`config.mk`:
```
export PLATFORM = sky130hd
export DESIGN_NAME = pmask_unit
export DESIGN_NICKNAME = d
export VERILOG_FILES = /design/src/rtl/pmask_pkg.sv /design/src/rtl/pmask_decode.sv /design/src/rtl/pmask_flag.sv /design/src/rtl/pmask_base_bank.sv /design/src/rtl/pmask_prio_calc.sv /design/src/rtl/pmask_unit.sv
export SDC_FILE = /design/constraint.sdc
export NUM_CORES = 1
export LEC_CHECK = 0
export ABC_AREA = 1
export BUFFER_PORTS_ARGS = -buffer_cell sky130_fd_sc_hd__buf_2
export CORE_AREA = 2 2 70 72
export CTS_BUF_LIST = sky130_fd_sc_hd__clkbuf_8
export DETAILED_ROUTE_END_ITERATION = 8
export DIE_AREA = 0 0 72 74
export PLACE_DENSITY = 0.7
export SYNTH_ARGS = -nofsm -noshare
export SYNTH_HDL_FRONTEND = slang
export SYNTH_SLANG_ARGS = --single-unit
export TNS_END_PERCENT = 5
```
`constraint.sdc`:
```
create_clock -name clk -period 4.6 [get_ports clk]
set_input_delay 0.92 -clock clk [delete_from_list [all_inputs] [get_ports clk]]
set_output_delay 0.92 -clock clk [all_outputs]
set_load 0.01 [all_outputs]
```
`src/rtl/pmask_pkg.sv`:
```
package pmask_pkg;
   // special-register numbers decoded by the unit
   localparam int unsigned PMK_REG_PRIMASK   = 16;
   localparam int unsigned PMK_REG_BASE      = 17;
   localparam int unsigned PMK_REG_BASE_MAX  = 18;
   localparam int unsigned PMK_REG_FAULTMASK = 19;

   typedef enum logic [1:0] {
      RSEL_NONE  = 2'd0,
      RSEL_PRI   = 2'd1,
      RSEL_BASE  = 2'd2,
      RSEL_FAULT = 2'd3
   } pmk_rsel_e;

   typedef struct packed {
      logic      wr_pri;
      logic      wr_base;
      logic      wr_base_max;
      logic      wr_fault;
      pmk_rsel_e rsel;
   } pmk_dec_t;
endpackage

```
`src/rtl/pmask_decode.sv`:
```
module pmask_decode
   import pmask_pkg::*;
#(
   parameter int unsigned REGNUM_W = 8
) (
   input  logic                wr_en,
   input  logic [REGNUM_W-1:0] reg_num,
   output pmk_dec_t            dec
);
   always_comb begin
      dec = '{wr_pri: 1'b0, wr_base: 1'b0, wr_base_max: 1'b0,
              wr_fault: 1'b0, rsel: RSEL_NONE};
      if (reg_num == REGNUM_W'(PMK_REG_PRIMASK)) begin
         dec.rsel   = RSEL_PRI;
         dec.wr_pri = wr_en;
      end else if (reg_num == REGNUM_W'(PMK_REG_BASE)) begin
         dec.rsel    = RSEL_BASE;
         dec.wr_base = wr_en;
      end else if (reg_num == REGNUM_W'(PMK_REG_BASE_MAX)) begin
         dec.rsel        = RSEL_BASE;
         dec.wr_base_max = wr_en;
      end else if (reg_num == REGNUM_W'(PMK_REG_FAULTMASK)) begin
         dec.rsel     = RSEL_FAULT;
         dec.wr_fault = wr_en;
      end
   end
endmodule

```
`src/rtl/pmask_flag.sv`:
```
module pmask_flag #(
   parameter logic RESET_VAL = 1'b0
) (
   input  logic clk,
   input  logic rst_n,
   input  logic wr,
   input  logic d,
   output logic q
);
   always_ff @(posedge clk or negedge rst_n) begin
      if (!rst_n)  q <= RESET_VAL;
      else if (wr) q <= d;
   end
endmodule

```
`src/rtl/pmask_base_bank.sv`:
```
module pmask_base_bank #(
   parameter int unsigned PRIO_W    = 8,
   parameter int unsigned NUM_BANKS = 2
) (
   input  logic                               clk,
   input  logic                               rst_n,
   input  logic                               sel,
   input  logic                               wr_plain,
   input  logic                               wr_max,
   input  logic [PRIO_W-1:0]                  wr_val,
   output logic [NUM_BANKS-1:0][PRIO_W-1:0]   bank_q,
   output logic [PRIO_W-1:0]                  cur
);
   generate
      if (NUM_BANKS < 1 || NUM_BANKS > 2) begin : g_bad_banks
         $error("pmask_base_bank: NUM_BANKS must be 1 or 2");
      end
   endgenerate

   genvar b;
   generate
      for (b = 0; b < NUM_BANKS; b++) begin : g_bank
         logic hit;
         logic tighten;
         assign hit     = (NUM_BANKS == 1) ? 1'b1 : (sel == 1'(b));
         assign tighten = (wr_val != '0) &&
                          ((wr_val < bank_q[b]) || (bank_q[b] == '0));
         always_ff @(posedge clk or negedge rst_n) begin
            if (!rst_n)
               bank_q[b] <= '0;
            else if (hit && (wr_plain || (wr_max && tighten)))
               bank_q[b] <= wr_val;
         end
      end

      if (NUM_BANKS == 1) begin : g_cur_one
         logic unused_sel;
         assign unused_sel = sel;
         assign cur = bank_q[0];
      end else begin : g_cur_two
         assign cur = sel ? bank_q[NUM_BANKS-1] : bank_q[0];
      end
   endgenerate
endmodule

```
`src/rtl/pmask_prio_calc.sv`:
```
module pmask_prio_calc #(
   parameter int unsigned PRIO_W = 8,
   parameter int unsigned OUT_W  = 10
) (
   input  logic                    fault,
   input  logic                    pri,
   input  logic [PRIO_W-1:0]       base,
   input  logic [PRIO_W-1:0]       grp_mask,
   output logic signed [OUT_W-1:0] prio
);
   localparam int unsigned NOEXC = 1 << PRIO_W;

   always_comb begin
      if (fault)
         prio = '1;
      else if (pri)
         prio = '0;
      else if (base != '0)
         prio = OUT_W'(base & grp_mask);
      else
         prio = OUT_W'(NOEXC);
   end
endmodule

```
`src/rtl/pmask_unit.sv`:
```
module pmask_unit
   import pmask_pkg::*;
#(
   parameter int unsigned DATA_W   = 32,
   parameter int unsigned REGNUM_W = 8,
   parameter int unsigned PRIO_W   = 8,
   parameter int unsigned OUT_W    = 10,
   parameter bit          SEC_EXT  = 1'b1
) (
   input  logic                    clk,
   input  logic                    rst_n,
   input  logic                    sec_state,
   input  logic                    wr_en,
   input  logic [REGNUM_W-1:0]     reg_num,
   input  logic [DATA_W-1:0]       wr_data,
   input  logic [PRIO_W-1:0]       grp_mask,
   output logic [DATA_W-1:0]       rd_data,
   output logic signed [OUT_W-1:0] exec_prio
);
   localparam int unsigned NUM_BANKS = SEC_EXT ? 2 : 1;

   generate
      if (OUT_W < PRIO_W + 2) begin : g_bad_out
         $error("pmask_unit: OUT_W too narrow for -1 and the idle value");
      end
      if (PRIO_W > DATA_W || DATA_W < 2) begin : g_bad_data
         $error("pmask_unit: DATA_W must hold a priority value");
      end
      if (REGNUM_W < 5) begin : g_bad_regnum
         $error("pmask_unit: REGNUM_W cannot encode register 19");
      end
   endgenerate

   pmk_dec_t                             dec;
   logic                                 bank_sel;
   logic [NUM_BANKS-1:0][PRIO_W-1:0]     bank_q;
   logic [PRIO_W-1:0]                    bp_sel;
   logic [PRIO_W-1:0]                    bp_ns;
   logic [PRIO_W-1:0]                    bp_s;
   logic                                 pri_q;
   logic                                 fault_q;
   logic [DATA_W-PRIO_W-1:0]             unused_hi;

   assign unused_hi = wr_data[DATA_W-1:PRIO_W];

   generate
      if (SEC_EXT) begin : g_sec
         assign bank_sel = sec_state;
         assign bp_s     = bank_q[NUM_BANKS-1];
      end else begin : g_nosec
         logic unused_sec;
         assign unused_sec = sec_state;
         assign bank_sel   = 1'b0;
         assign bp_s       = '0;
      end
   endgenerate
   assign bp_ns = bank_q[0];

   pmask_decode #(.REGNUM_W(REGNUM_W)) u_dec (
      .wr_en   (wr_en),
      .reg_num (reg_num),
      .dec     (dec)
   );

   pmask_base_bank #(.PRIO_W(PRIO_W), .NUM_BANKS(NUM_BANKS)) u_base (
      .clk      (clk),
      .rst_n    (rst_n),
      .sel      (bank_sel),
      .wr_plain (dec.wr_base),
      .wr_max   (dec.wr_base_max),
      .wr_val   (wr_data[PRIO_W-1:0]),
      .bank_q   (bank_q),
      .cur      (bp_sel)
   );

   pmask_flag #(.RESET_VAL(1'b0)) u_pri (
      .clk   (clk),
      .rst_n (rst_n),
      .wr    (dec.wr_pri),
      .d     (wr_data[0]),
      .q     (pri_q)
   );

   pmask_flag #(.RESET_VAL(1'b0)) u_fault (
      .clk   (clk),
      .rst_n (rst_n),
      .wr    (dec.wr_fault),
      .d     (wr_data[0]),
      .q     (fault_q)
   );

   pmask_prio_calc #(.PRIO_W(PRIO_W), .OUT_W(OUT_W)) u_prio (
      .fault    (fault_q),
      .pri      (pri_q),
      .base     (bp_sel),
      .grp_mask (grp_mask),
      .prio     (exec_prio)
   );

   always_comb begin
      unique case (dec.rsel)
         RSEL_PRI:   rd_data = DATA_W'(pri_q);
         RSEL_BASE:  rd_data = DATA_W'(bp_sel);
         RSEL_FAULT: rd_data = DATA_W'(fault_q);
         default:    rd_data = '0;
      endcase
   end
endmodule

```
Yosys cells after proc, flatten, opt, wreduce, memory -nomap -nowiden
Cells that the tools add are included.

Output and inout port bits: 42. Bits in registers: 18. Input port bits: 52. Logic and storage cells: 44.

Mux-type cells: 15. Order comparisons: 2. Bitwise logic cells: 2. Eq/ne operators: 7. Reduce and logical (&&, ||, !) cells: 14.

Operators by type and width (count): 8-bit by 5-bit equality test with 1-bit output (second input constant) (4); 10-bit two-way mux (3); 8-bit case mux with 3 select lines (1); 8-bit logical NOT (2); 8-bit less-than comparator (2); 8-bit nonzero test (2); 8-bit AND (1); 2-bit two-way mux (4); 8-bit two-way mux (1); 1-bit logical AND (6); 3-bit two-way mux (2); 2-bit equality test (second input constant) (2); 1-bit logical OR (4); 1-bit two-way mux (4); 2-bit by 1-bit equality test with 1-bit output (second input constant) (1); 1-bit inverter (1).

Depth between registers and ports, before layout
Word-level depth: 8. Gate-level depth with buffers: 14. Gate-level depth less buffers: 14.

Cells and area by module
From an unflattened synthesis, not the netlist that was laid out.

Cell total of the unflattened synthesis: 280. Area, all modules: 1801.7 µm².

Modules (own cells, without submodules): pmask_base_bank (cells an instance 166, times used 1, area an instance 1189.9 µm²); pmask_unit (cells an instance 46, times used 1, area an instance 270.3 µm²); pmask_decode (cells an instance 30, times used 1, area an instance 142.6 µm²); pmask_prio_calc (cells an instance 28, times used 1, area an instance 118.9 µm²); pmask_flag (cells an instance 5, times used 2, area an instance 40.0 µm²).

Worst setup path before layout
Ideal clock, no wire load.

Kind: input to output. Start point: in sec_state. End point: out exec_prio[8]. Cell stages on the path: 5. Required time: 3.680 ns. Path slack: 1.736 ns. Arrival time: 1.944 ns. Cell sequence: buf_2 -> buf_2 -> o21ai_0 -> nand4_1 -> o31ai_1.

Longest elaborated chain between the ends: 5.

RTL lines: start, declared (RTL line pmask_unit.sv:12) `input logic sec_state,`; 8-bit two-way mux (RTL line pmask_base_bank.sv:41) `assign cur = sel ? bank_q[NUM_BANKS-1] : bank_q[0];`; 8-bit nonzero test (RTL line pmask_prio_calc.sv:18) `else if (base != '0)`; 10-bit two-way mux (RTL line pmask_prio_calc.sv:18); 10-bit two-way mux (RTL line pmask_prio_calc.sv:16) `else if (pri)`; 10-bit two-way mux (RTL line pmask_prio_calc.sv:14) `if (fault)`; end, declared (RTL line pmask_unit.sv:18) `output logic signed [OUT_W-1:0] exec_prio`.

No other way between the ends.

Final worst setup path
Ends and elaborated chain as after synthesis.

==> summary.md <==
| Metric | Value |
|---|---|
| Period utilisation layout | 0.692 |
| Mapped Cells | 251 |
| Top cell type's share of synthesized area | 0.257 |
| DRC Markers | 0 |
| Initial DRC Count | 74 |
| Final net count | 362 |
| Number of flops mapped to enable cells by yosys | 0 |
| Post-CTS setup repair buffer count | 0 |
| Via count | 1665 |
| DR WL/cell | 11.7 microns |
| FMAX | 314 MHz |
| WHS | 0.506 ns |
| Placed instance count | 345 |
| Power density over the cells | 209 mW/mm^2 |
| I/O Pins | 94 |
| Avg Cell Area, Syn | 6.98 sq um |
| Final count of negative-setup-slack endpoints | 0 |
| Rows | 25 |
| Max-slew headroom | 0.631 |
| Clock buffer depth | 2 |
| Leakage Power | 1.08 nW |
| Antenna-violating nets left | 0 |
| Initial antenna violation count | 0 |
| Vias per cell | 4.77 |
| Post-synth top cells | nand2_1 (75), inv_1 (27), buf_4 (26), nand3_1 (23), dfrtp_1 (18) |
| GR Overflow Total | 0 |
| Gpl congestion | 0.776 |
| Clock sink total | 18 |
| DIE HEIGHT | 74 microns |
| Top FF cell, synth | dfrtp_1 |
| CTS tree | done |
| Critical path capture point type | output port |
| Die Span X | 72 microns |
| Synthesized flop and latch total | 18 |
| Post-synthesis sequential area ratio | 0.257 |
| Yosys cell types | 28 |
| Fin. max-slew vios | 0 |
| Tmin final | 3.18 ns |
| RSZ-0062 raised after global routing | no |
| Drt total wl | 4070 microns |
| Yosys warns | 0 |
| WS Path Type | input port to output port |
| Non-Filler Instances | 349 |
| Crit path launch type | input port |
| Worst hold path type | flop to flop |
| Synth async-reset ratio | 1.00 |
| Data arrival time of the worst path | 2.26 ns |
| Clock Pin Slew Worst Setup and Hold Paths | 0.07 ns |
| Clock skew | 0.00114 ns |
| Synth top area cells | dfrtp_1 (26%), nand2_1 (16%), buf_4 (11%) |
| FF-to-FF setup slack | 2.93 ns |
| ANT cells | 0 |
| CTS H-tree depth | 1 |
| TritonCTS Buffers | 3 |
| Die Area | 0.00533 sq mm |
| Util after Layout | 0.431 |
| HPWL Detailed | 3270 microns |
| Core footprint | 0.00460 sq mm |
| Post-cts resize count | 0 |
| Setup Total Neg Slack | 0 ns |
| Cts hold-fix bufs | 0 |
| Worst-Margin Slew | 0.550 ns |
| Clk root buf | clkbuf_8 |
| Largest net degree at the start of global routing | 26 |
| First-pass detailed-route iteration total | 4 |
| Synth area leader | dfrtp_1 |
| Worst skew pair latency | 0.26 ns |
| Layout cells sized above 1 | 0.217 |
| Mapped Area | 0.00175 sq mm |
| First-pass GRT wire length | 6230 microns |
| Peak VDD IR | 99.6 uV |
| Layout area overhead | 13.1% |
| Port bufs | 45 |
| Number of global-route vias before repair | 1375 |
| CP Max Fanout | 25 |
| Worst Path Required | 3.68 ns |
| Most common cell in the netlist | nand2_1 |
| Maxcap violations | 0 |
| Status | finished clean |
| Total GRT Usage | 0.151 |
| Final hold vios | 0 |
| Initial Util | 0.381 |
[metrics by stage]
stage / total power, mW / setup slack (ns) / area (sq um)
floorplan: 0.263 / 1.74 / 1840
global placement: 0.284 / 1.46 / 1930
detailed placement: 0.287 / 1.42 / 1930
CTS: 0.417 / 1.42 / 1980
global route: 0.442 / 1.25 / 1980
finish: 0.415 / 1.42 / 1980
[layout by cell type (no fill, tap or decap), drive strengths merged]
master and count:
nand2 83, buf 45, inv 28, nand3 25, conb 24, nor2 19, dfrtp 18, ha 14
o21a 7, a21oi 7, nand4 5, o21ai 5, nor4 4, clkbuf 4, clkinv 2, o31ai 1
or2 1, nand3b 1, o221ai 1, mux2i 1
[critical path, cell delays in order]
cell,delay (ns)
buf_2,0.37
inv_2,0.20
nand2_1,0.09
nand2_1,0.07
inv_1,0.08
nand4_1,0.11
o31ai_1,0.24
buf_2,0.17
[cell families after synthesis]
kind of cell	share of synthesized area
adders and majority gates	0.100
muxes	0.00571
buffers and inverters	0.181
and+or+nand+nor	0.380
AOI/OAI and AO/OA	0.0736
DFF	0.257
other	0.00214
[layout make-up]
cell class | instances | area (sq um)
clock buffers | 4 | 55.1
fillers | 490 | 2620
inverters | 30 | 113
multi-input cells | 198 | 1070
flip-flops and latches | 18 | 450
well taps | 54 | 67.6
repair buffers | 45 | 225
[layer usage]
layer	routed length (microns)	GRT usage	vias to the layer above
met1	1730	0.202	768
met4	70	0.0650	0
met5	0	0	-
met2	2090	0.256	46
met3	189	0.00949	5
li1	-	-	846
[state kept, by name, indices dropped and copies added (netlist names)]
| register | count |
|---|---|
| u_fault.q | 1 |
| u_pri.q | 1 |
| u_base.bank_q | 16 |
[worst paths after layout]
kind                                          startpoint                       endpoint  cells after the start
setup reg to reg           u_base.bank_q[11]$_DFFE_PN0P_  u_base.bank_q[11]$_DFFE_PN0P_                     12
setup / recovery                               sec_state                   exec_prio[8]                      8
min in group asynchronous                          rst_n   u_base.bank_q[4]$_DFFE_PN0P_                      1
hold / removal             u_base.bank_q[13]$_DFFE_PN0P_  u_base.bank_q[13]$_DFFE_PN0P_                      2
hold reg to reg            u_base.bank_q[13]$_DFFE_PN0P_  u_base.bank_q[13]$_DFFE_PN0P_                      2
max in group asynchronous                          rst_n  u_base.bank_q[13]$_DFFE_PN0P_                      1
[power by group]
group          internal (mW)  leakage, nW  switching, mW
clock network         0.0762       0.0288         0.0550
logic                 0.0395        0.814         0.0700
registers              0.166        0.239        0.00784
total                  0.282         1.08          0.133
Note: power is estimated with default switching activity, not from simulation.
